`src/rtl/tlbra_pkg.sv`:
```
package tlbra_pkg;
  localparam int unsigned DW         = 32;
  localparam int unsigned SEL_W      = 3;
  localparam int unsigned NREG       = 1 << SEL_W;
  localparam int unsigned PAGE_LSB   = 12;
  localparam int unsigned VPN_W      = DW - PAGE_LSB;
  localparam int unsigned L1_LSB     = 22;
  localparam int unsigned IDX_LSB    = 8;
  localparam int unsigned ASSIST_BIT = 26;
  localparam int unsigned VALID_BIT  = 9;
  localparam int unsigned ATTR_W     = 9;
  localparam int unsigned RPN_W      = DW - ATTR_W;
  localparam int unsigned PS_LSB     = 2;

  typedef enum logic [SEL_W-1:0] {
    SEL_CTL, SEL_MISS, SEL_TBASE, SEL_WALK, SEL_RPAGE, SEL_CURID, SEL_SCR, SEL_NONE
  } reg_sel_e;

  function automatic logic [DW-1:0] reg_wmask(int unsigned i, int unsigned asid_w);
    case (i)
      0:       return 32'hFE00_1F00;
      1:       return 32'hFFFF_F200 | ((32'd1 << asid_w) - 32'd1);
      2:       return 32'hFFFF_F000;
      3:       return 32'hFFFF_F1FF;
      4, 6:    return 32'hFFFF_FFFF;
      5:       return (32'd1 << asid_w) - 32'd1;
      default: return 32'h0;
    endcase
  endfunction

  function automatic logic [VPN_W-1:0] size_keep(logic [1:0] ps);
    case (ps)
      2'b11:   return ~VPN_W'(20'h007FF);
      2'b01:   return ~VPN_W'(20'h0007F);
      default: return '1;
    endcase
  endfunction
endpackage

```
`src/rtl/tlbra_regs.sv`:
```
module tlbra_regs import tlbra_pkg::*; #(
  parameter int unsigned ASID_W  = 4,
  parameter logic [DW-1:0] CTL_RST = 32'h0400_0000
) (
  input  logic                      clk_i,
  input  logic                      rst_ni,
  input  logic                      wr_en_i,
  input  logic [SEL_W-1:0]          wsel_i,
  input  logic [DW-1:0]             wdata_i,
  input  logic                      miss_i,
  input  logic [VPN_W-1:0]          miss_vpn_i,
  output logic [NREG-1:0][DW-1:0]   regs_o
);
  for (genvar i = 0; i < NREG; i++) begin : g_reg
    localparam logic [DW-1:0] MASK = reg_wmask(i, ASID_W);
    localparam logic [DW-1:0] RST  = (i == 0) ? (CTL_RST & MASK) : '0;
    if (MASK == '0) begin : g_none
      assign regs_o[i] = '0;
    end else begin : g_store
      logic [DW-1:0] q;
      logic          hit;
      assign hit = wr_en_i && (wsel_i == SEL_W'(i));
      if (i == int'(SEL_MISS)) begin : g_miss
        always_ff @(posedge clk_i or negedge rst_ni) begin
          if (!rst_ni)      q <= RST;
          else if (miss_i)  q <= {miss_vpn_i, {PAGE_LSB{1'b0}}}
                               | (DW'(1) << VALID_BIT)
                               | (regs_o[int'(SEL_CURID)] & MASK);
          else if (hit)     q <= wdata_i & MASK;
        end
      end else begin : g_plain
        always_ff @(posedge clk_i or negedge rst_ni) begin
          if (!rst_ni)   q <= RST;
          else if (hit)  q <= wdata_i & MASK;
        end
      end
      assign regs_o[i] = q;
    end
  end

  AST_MISS_CAPTURE: assert property (@(posedge clk_i) disable iff (!rst_ni)
    miss_i |=> regs_o[int'(SEL_MISS)][DW-1:PAGE_LSB] == $past(miss_vpn_i)
               && regs_o[int'(SEL_MISS)][VALID_BIT]);
endmodule

```
`src/rtl/tlbra_view.sv`:
```
module tlbra_view import tlbra_pkg::*; (
  input  logic [NREG-1:0][DW-1:0] regs_i,
  input  logic [SEL_W-1:0]        rsel_i,
  output logic [DW-1:0]           rd_o
);
  logic [DW-1:0] ctl, miss, tbase, walk;
  logic          assist;
  logic [DW-1:0] l1_addr, l2_addr;
  reg_sel_e      sel;

  assign ctl    = regs_i[int'(SEL_CTL)];
  assign miss   = regs_i[int'(SEL_MISS)];
  assign tbase  = regs_i[int'(SEL_TBASE)];
  assign walk   = regs_i[int'(SEL_WALK)];
  assign assist = ctl[ASSIST_BIT];
  assign sel    = reg_sel_e'(rsel_i);

  // first level: base | va[31:22] at [11:2]
  assign l1_addr = {tbase[DW-1:PAGE_LSB], miss[DW-1:L1_LSB], 2'b00};
  // second level: base + 4 * va[21:12]
  assign l2_addr = {walk[DW-1:PAGE_LSB], {PAGE_LSB{1'b0}}}
                 + DW'({miss[L1_LSB-1:PAGE_LSB], 2'b00});

  always_comb begin
    case (sel)
      SEL_TBASE: rd_o = assist ? l1_addr : tbase;
      SEL_WALK:  rd_o = assist ? l2_addr : walk;
      default:   rd_o = regs_i[rsel_i];
    endcase
  end
endmodule

```
`src/rtl/tlbra_commit.sv`:
```
module tlbra_commit import tlbra_pkg::*; #(
  parameter int unsigned IDX_W  = 5,
  parameter int unsigned ASID_W = 4
) (
  input  logic              clk_i,
  input  logic              rst_ni,
  input  logic              fire_i,
  input  logic [IDX_W-1:0]  idx_i,
  input  logic [VPN_W-1:0]  vpn_i,
  input  logic              valid_i,
  input  logic [ASID_W-1:0] asid_i,
  input  logic [ATTR_W-1:0] attr_i,
  input  logic [RPN_W-1:0]  rpn_i,
  output logic              tlb_we_o,
  output logic [IDX_W-1:0]  tlb_idx_o,
  output logic [DW-1:0]     tlb_tag_o,
  output logic [DW-1:0]     tlb_data_o
);
  logic [VPN_W-1:0] keep;
  logic [DW-1:0]    tag_d, data_d;

  assign keep   = size_keep(attr_i[PS_LSB +: 2]);
  assign tag_d  = {vpn_i & keep, {PAGE_LSB{1'b0}}}
                | (DW'(valid_i) << VALID_BIT) | DW'(asid_i);
  assign data_d = {rpn_i[RPN_W-1 -: VPN_W] & keep, rpn_i[RPN_W-VPN_W-1:0], attr_i};

  always_ff @(posedge clk_i or negedge rst_ni) begin
    if (!rst_ni) begin
      tlb_we_o   <= 1'b0;
      tlb_idx_o  <= '0;
      tlb_tag_o  <= '0;
      tlb_data_o <= '0;
    end else begin
      tlb_we_o <= fire_i;
      if (fire_i) begin
        tlb_idx_o  <= idx_i;
        tlb_tag_o  <= tag_d;
        tlb_data_o <= data_d;
      end
    end
  end

  AST_COMMIT_PULSE: assert property (@(posedge clk_i) disable iff (!rst_ni)
    tlb_we_o |=> !tlb_we_o);
  AST_BIG_PAGE_MASK: assert property (@(posedge clk_i) disable iff (!rst_ni)
    (tlb_we_o && tlb_data_o[PS_LSB +: 2] == 2'b11)
      |-> (tlb_tag_o[22:PAGE_LSB] == '0 && tlb_data_o[22:PAGE_LSB] == '0));
endmodule

```
`src/rtl/tlb_reload_assist.sv`:
```
module tlb_reload_assist import tlbra_pkg::*; #(
  parameter int unsigned   IDX_W   = 5,
  parameter int unsigned   ASID_W  = 4,
  parameter logic [DW-1:0] CTL_RST = 32'h0400_0000
) (
  input  logic             clk_i,
  input  logic             rst_ni,
  input  logic             req_i,
  input  logic             we_i,
  input  logic [SEL_W-1:0] reg_sel_i,
  input  logic [DW-1:0]    wdata_i,
  output logic             ready_o,
  output logic             ack_o,
  output logic [DW-1:0]    rdata_o,
  input  logic             miss_i,
  input  logic [VPN_W-1:0] miss_vpn_i,
  output logic             tlb_we_o,
  output logic [IDX_W-1:0] tlb_idx_o,
  output logic [DW-1:0]    tlb_tag_o,
  output logic [DW-1:0]    tlb_data_o
);
  logic                    accept, wr_en, commit;
  logic                    busy_q;
  logic [NREG-1:0][DW-1:0] regs;
  logic [DW-1:0]           rd_val, ctl_q, miss_q, walk_q;

  assign ready_o = !busy_q;
  assign accept  = req_i && ready_o;
  assign wr_en   = accept && we_i;
  assign commit  = wr_en && (reg_sel_i == SEL_RPAGE);

  assign ctl_q  = regs[int'(SEL_CTL)];
  assign miss_q = regs[int'(SEL_MISS)];
  assign walk_q = regs[int'(SEL_WALK)];

  tlbra_regs #(.ASID_W(ASID_W), .CTL_RST(CTL_RST)) u_regs (
    .clk_i, .rst_ni, .wr_en_i(wr_en), .wsel_i(reg_sel_i), .wdata_i,
    .miss_i, .miss_vpn_i, .regs_o(regs)
  );

  tlbra_view u_view (.regs_i(regs), .rsel_i(reg_sel_i), .rd_o(rd_val));

  tlbra_commit #(.IDX_W(IDX_W), .ASID_W(ASID_W)) u_commit (
    .clk_i, .rst_ni, .fire_i(commit),
    .idx_i  (ctl_q[IDX_LSB +: IDX_W]),
    .vpn_i  (miss_q[DW-1:PAGE_LSB]),
    .valid_i(miss_q[VALID_BIT]),
    .asid_i (miss_q[ASID_W-1:0]),
    .attr_i (walk_q[ATTR_W-1:0]),
    .rpn_i  (wdata_i[DW-1:ATTR_W]),
    .tlb_we_o, .tlb_idx_o, .tlb_tag_o, .tlb_data_o
  );

  always_ff @(posedge clk_i or negedge rst_ni) begin
    if (!rst_ni) begin
      busy_q  <= 1'b0;
      ack_o   <= 1'b0;
      rdata_o <= '0;
    end else begin
      busy_q  <= commit;
      ack_o   <= (accept && !commit) || busy_q;
      rdata_o <= (accept && !we_i) ? rd_val : '0;
    end
  end

  AST_NOT_READY_IN_COMMIT: assert property (@(posedge clk_i) disable iff (!rst_ni)
    tlb_we_o |-> !ready_o);
  AST_ACK_AFTER_COMMIT: assert property (@(posedge clk_i) disable iff (!rst_ni)
    tlb_we_o |=> ack_o);
  AST_IDX_FROM_CTL: assert property (@(posedge clk_i) disable iff (!rst_ni)
    tlb_we_o |-> tlb_idx_o == ctl_q[IDX_LSB +: IDX_W]);
  AST_ACK_FOLLOWS_REQ: assert property (@(posedge clk_i) disable iff (!rst_ni)
    (req_i && ready_o && !(we_i && reg_sel_i == SEL_RPAGE)) |=> ack_o);
endmodule

```
`config.mk`:
```
export PLATFORM = sky130hd
export DESIGN_NAME = tlb_reload_assist
export DESIGN_NICKNAME = d
export VERILOG_FILES = /design/src/rtl/tlbra_pkg.sv /design/src/rtl/tlbra_regs.sv /design/src/rtl/tlbra_view.sv /design/src/rtl/tlbra_commit.sv /design/src/rtl/tlb_reload_assist.sv
export SDC_FILE = /design/constraint.sdc
export NUM_CORES = 1
export LEC_CHECK = 0
export ABC_AREA = 1
export CELL_PAD_IN_SITES_DETAIL_PLACEMENT = 0
export CELL_PAD_IN_SITES_GLOBAL_PLACEMENT = 1
export CORE_MARGIN = 2
export CORE_UTILIZATION = 36
export DETAILED_ROUTE_END_ITERATION = 12
export PLACE_DENSITY_LB_ADDON = 0.3
export SYNTH_ARGS = -nofsm -noshare
export SYNTH_HDL_FRONTEND = slang
export SYNTH_SLANG_ARGS = --single-unit
export TNS_END_PERCENT = 5
```
`constraint.sdc`:
```
create_clock -name clk_i -period 1.44 [get_ports clk_i]
set_input_delay 0.288 -clock clk_i [delete_from_list [all_inputs] [get_ports clk_i]]
set_output_delay 0.288 -clock clk_i [all_outputs]
set_load 0.05 [all_outputs]
```
==> results of run 1 <==
## cell type report
type / instances / area, um2 / area share
clock buffer: 41 / 778 / 0.0515
timing repair buffer: 255 / 3700 / 0.245
tap: 384 / 480 / 0.0318
inverter: 111 / 437 / 0.0289
antenna: 1 / 2.50 / 0.000166
clock inverter: 6 / 80.1 / 0.00530
sequential: 238 / 5970 / 0.395
multi-input combinational: 791 / 3660 / 0.242
## state kept, by name, summed over array words and instances (netlist names)
signal	flops
ack_o	1
u_regs.g.g_store.q	154
u_commit.tlb_data_o	20
u_commit.tlb_idx_o	5
u_commit.tlb_we_o	1
u_commit.tlb_tag_o	25
rdata_o	32
## what timing repair did
item                                   CTS  global route
gates resized for setup                 17            59
hold buffers                             1             0
pin swaps                                0             7
endpoints found under the hold margin  206             0
setup endpoints to repair               63           201
cloned                                   0             4
setup buffers                            0             1
## cells by family after synthesis
group           after synthesis  share of synthesized area
compound gates              287                      0.148
buf+inv                     200                     0.0867
flops                       238                      0.575
other cells                   1                   0.000362
simple gates                497                      0.190
## path summary, 6_finish.rpt
path / end / slack, ns / cells after the start
min in group asynchronous: u_commit.tlb_data_o[15] / 0.25 / 2
worst min register to register: u_regs.g_reg[4].g_store.q[0] / 0.48 / 2
worst max register to register: u_commit.tlb_tag_o[21] / 0.01 / 7
worst max-delay path: ready_o / -0.13 / 3
worst min-delay path: u_regs.g_reg[1].g_store.q[9] / 0.09 / 3
max in group asynchronous: u_commit.tlb_we_o / 0.62 / 3
## metrics by stage
stage | instances | TNS [ns] | area (um2) | utilization | setup slack [ns]
4_1_cts | 1821 | -0.313 | 14800 | 0.520 | -0.165
3_3_place_gp | 1773 | -92.56 | 13900 | 0.488 | -0.529
5_1_grt | 1827 | -2.73 | 15100 | 0.529 | -0.186
2_1_floorplan | 1229 | -53.36 | 10400 | - | -0.295
6_report | 1827 | -0.208 | 15100 | 0.529 | -0.131
3_5_place_dp | 1773 | -98.20 | 13900 | 0.488 | -0.534
## worst min-delay path: cells and delay by family
kind	cells	cell delay [ns]
buffers and inverters	2	0.21
and+or+nand+nor	1	0.07
## cells in the mapped netlist, drive strengths merged
master	count	share of area
o211ai	35	0.025
clkbuf	31	0.011
o21a	1	0.00072
dfrtp	237	0.57
and2	1	0.00060
nor3	4	0.0019
o21ai	237	0.11
nand4	1	0.00060
nand3	53	0.026
dfstp	1	0.0025
a21oi	10	0.0048
conb	1	0.00036
clkinv	1	0.00036
buf	58	0.035
nor2	33	0.014
nand2	404	0.15
o31ai	4	0.0029
nand3b	1	0.00072
inv	110	0.040
## per-layer routing
metal / wire length (um) / global-route usage / part of all wire
met5: 0 / 0 / 0
met4: 893 / 0.0581 / 0.028
met3: 1790 / 0.0327 / 0.056
met2: 14800 / 0.332 / 0.46
met1: 14400 / 0.297 / 0.45
## power by group
part	internal [W]	switching, W
registers	0.00787	0.000944
clock network	0.00405	0.00264
logic	0.00265	0.00321
==> flow_metrics.tcl, run 1 <==
set metrics [dict create \
    crit_type "reg -> out" \
    cts_buffers 27 \
    syn_inst 1223 \
    grt_max_degree 60 \
    peakVddDrop_mv 0.752 \
    cts.clk_slew.worst_paths_ns 0.06 \
    layout.nets 1484 \
    fill_cells 2625 \
    timing.rr.start "u_commit.tlb_we_o" \
    period_needed_ns 1.57 \
    drt_pass1_iterations 5 \
    num_vias 8895 \
    max-clock-path-buffers 3 \
    cts_tree "done" \
    most-common-layout-cells "nand2_1, dfrtp_1, o21ai_0" \
    clock_skew_ns 0.00904 \
    worst_path_max_delay_cell "dfrtp_2" \
    drc_errors 0 \
    synth_area_um2 10400 \
    seq_area_frac_synth 0.575 \
    cap_violations 0 \
    die_w_um 174 \
    clockRootBuffer "clkbuf_16" \
    die_area_um2 30200 \
    drtIter0Drc 644 \
    synth_warnings 0 \
    finalWorstSetupSlack_ns -0.131 \
    syn_area_per_cell_um2 8.47 \
    wl_um 31900 \
    slowest_delay_ns 0.38 \
    grt_pass1_wl_um 49500 \
    worst_setup_path_end_kind "output pin" \
    start_util 0.363 \
    hp-class "in -> reg" \
    num_io_pins 164 \
    p_leak_nw 7.28 \
    finalHoldViolCount 0 \
    drive_above_1_share 0.194 \
    place_hpwl_um 22000 \
    min_from "miss_i" \
    avgViaCountPerCell 4.87 \
    cp_max_fo 4 \
    final_common_cell "nand2_1" \
    start_kind "flop" \
    startpoint "u_commit.tlb_we_o" \
    required_ns 1.15 \
    synthDistinctLibCells 26 \
    portBuffers 156 \
    power_w 0.0214 \
    syn2layout_area_growth_pct 45.8 \
    grt_usage 0.209 \
    cp_data_arrival_time_ns 1.28 \
    gp_congestion 0.862 \
    grt_pass1_vias 8732 \
    clk_latency_ns 0.53 \
    timing.final.max_slew_violations 0 \
    drt.antenna.violating_nets 0 \
    violations "negative setup slack" \
    final-setup-viol-count 3 \
    cpLargestDelayFamily "flip-flops" \
    period_share 1.09 \
    cts.sinks 238 \
    crit_chain "clkinvlp_4 > buf_6 > buf_12" \
    outcome "finished, violations left" \
    yosys_register_bits 238 \
    power_density_nw_per_um2 1410 \
    fmax_mhz 637 \
    core_um2 28500 \
    row_count 62 \
    path_buf_inv 3 \
    rsz0062_at_grt "yes" \
    cts_max_level 1 \
    wire_per_inst_um 17.5 \
    grt_overflow 0 \
    die_y_um 174 \
    holdWs_ns 0.0865 \
    grt_antenna_before_repair 1 \
]
No activity file was read; power rests on OpenSTA's default activity.
==> inputs of run 2 (changes only) <==
CORE_ASPECT_RATIO = 1.4   (was unset)
==> flow_metrics.tcl, run 2 (synthesis results as in run 1) <==
set metrics [dict create \
    p_switching_w 0.00692 \
    drt_pass1_iterations 5 \
    start_kind "flop" \
    grt_pass1_vias 9183 \
    fmax_mhz 627 \
    p_leak_nw 7.33 \
    num_io_pins 164 \
    cts_tree "done" \
    start_util 0.365 \
    gp_congestion 0.858 \
    cts_buffers 25 \
    cts_max_level 1 \
    syn2layout_area_growth_pct 47.2 \
    place_hpwl_um 23200 \
    grt_max_degree 48 \
    seq_power_share 0.406 \
    min_from "miss_i" \
    cp_max_fo 3 \
    drtIter0Drc 497 \
    clockPowerShare 0.324 \
    period_share 1.11 \
    drc_errors 0 \
    worstHoldEndpoint "u_regs.g_reg[1].g_store.q[9]" \
    clk_latency_ns 0.53 \
    final_common_cell "nand2_1" \
    finalWorstSetupSlack_ns -0.154 \
    holdPathStages 3 \
    crit_chain "clkinvlp_4 > buf_6 > buf_12" \
    die_w_um 147 \
    setup_tns_ns -0.598 \
    slowest_delay_ns 0.38 \
    dpl-instance-area_um2 13900 \
    cp_data_arrival_time_ns 1.31 \
    cts.clk_slew.worst_paths_ns 0.06 \
    die_area_um2 30200 \
    timing.rr.start "u_commit.tlb_we_o" \
    worst_path_max_delay_cell "dfrtp_2" \
    row_count 73 \
    intPower_w 0.0149 \
    timing.final.max_slew_violations 0 \
    peakVddDrop_mv 0.951 \
    r2r_cells 9 \
    switching_share 0.317 \
    fin_area_um2 15300 \
    grt_antenna_before_repair 1 \
    fill_cells 2573 \
    power_frac_comb 0.270 \
    r2r_setup_slack_ns -0.08 \
    num_vias 8950 \
    hp-class "in -> reg" \
    wire_per_inst_um 18.0 \
    top_regs "u_regs.g.g_store.q (154), rdata_o (32), u_commit.tlb_tag_o (25)" \
    grt_usage 0.222 \
    grt_overflow 0 \
    layout.nets 1489 \
    period_needed_ns 1.59 \
    avgViaCountPerCell 4.91 \
    cts.sinks 238 \
    finalHoldViolCount 0 \
    largest_reg_flops 154 \
    core_um2 28400 \
    path_buf_inv 3 \
    drive_above_1_share 0.215 \
    max-clock-path-buffers 3 \
    portBuffers 156 \
    final-setup-viol-count 13 \
    crit_type "reg -> out" \
    violations "negative setup slack" \
    rsz0062_at_grt "yes" \
    cap_violations 0 \
    top_register "u_regs.g.g_store.q" \
    cpLargestDelayFamily "buffers and inverters" \
    power_density_nw_per_um2 1430 \
    required_ns 1.15 \
    outcome "finished, violations left" \
    worst_setup_path_end_kind "output pin" \
    wl_um 32900 \
    reg2reg_to "u_regs.g_reg[6].g_store.q[2]" \
    grt_pass1_wl_um 52100 \
    most-common-layout-cells "nand2_1, dfrtp_1, o21ai_0" \
    clock_skew_ns 0.0226 \
    clockRootBuffer "clkbuf_16" \
    die_y_um 205 \
    drt.antenna.violating_nets 0 \
]
[run 2: how the worst max path moves through the flow]
stage,cells after the start,from,endpoint,slack (ns)
3_5_place_dp,8,reg_sel_i[0],u_regs.g_reg[6].g_store.q[12],-0.72
2_1_floorplan,9,u_commit.tlb_we_o,u_regs.g_reg[1].g_store.q[21],-0.30
6_report,3,u_commit.tlb_we_o,ready_o,-0.15
3_3_place_gp,8,reg_sel_i[0],u_regs.g_reg[6].g_store.q[28],-0.76
4_1_cts,3,u_commit.tlb_we_o,ready_o,-0.14
5_1_grt,3,u_commit.tlb_we_o,ready_o,-0.18
[run 2: final cells by class]
cell class / instances / area, um2 / share of cell area
Inverter: 111 / 428 / 0.0280
Multi-Input combinational cell: 791 / 3720 / 0.244
Clock inverter: 10 / 179 / 0.0117
Clock buffer: 36 / 717 / 0.0470
Sequential cell: 238 / 5970 / 0.391
Antenna cell: 1 / 2.50 / 0.000164
Tap cell: 375 / 469 / 0.0308
Timing Repair Buffer: 262 / 3760 / 0.247
[run 2: through the flow]
| stage | hold WS (ns) | total power, W | cells | setup slack, ns | util |
|---|---|---|---|---|---|
| 3_5_place_dp | 0.194 | 0.0147 | 1768 | -0.718 | 0.491 |
| 4_1_cts | 0.150 | 0.0219 | 1823 | -0.144 | 0.531 |
| 5_1_grt | 0.154 | 0.0228 | 1824 | -0.185 | 0.537 |
| 6_report | 0.167 | 0.0218 | 1824 | -0.154 | 0.537 |
| 2_1_floorplan | -0.00759 | 0.0116 | 1229 | -0.295 | - |
| 3_3_place_gp | 0.191 | 0.0146 | 1768 | -0.759 | 0.491 |
[run 2: worst reg2reg max path: cells and delay by family, from the launching register on]
kind / cells / cell delay, ns
DFF: 1 / 0.42
AOI/OAI and AO/OA: 1 / 0.05
and+or+nand+nor: 3 / 0.27
buffers and inverters: 5 / 0.67
[run 2: layer usage]
layer / part of all wire / vias to the layer above / GRT usage
met5: 0 / - / 0
met4: 0.040 / 0 / 0.0859
met3: 0.042 / 62 / 0.0263
met2: 0.52 / 229 / 0.400
met1: 0.40 / 4334 / 0.272
li1: - / 4325 / -
[run 2: power by group through the flow]
stage	sequential (W)	clock [W]	combinational, W
after floorplan	0.00968	0	0.00194
after global placement	0.00893	0	0.00570
after detailed placement	0.00894	0	0.00578
after CTS	0.00885	0.00721	0.00584
after global routing	0.00901	0.00750	0.00634
final	0.00887	0.00707	0.00589
[run 2: timing repair]
action	CTS	global route
gates resized for setup	32	100
endpoints found under the setup margin	133	214
cloned	5	0
hold buffers	1	0
hold endpoints to repair	102	0
setup buffers	3	1
pin swaps	2	2
==> inputs of run 3 (changes only) <==
CAP_MARGIN = 20   (was unset)
==> results of run 3 <==
No change in the layout: final DEF, timing and power equal those of run 2.
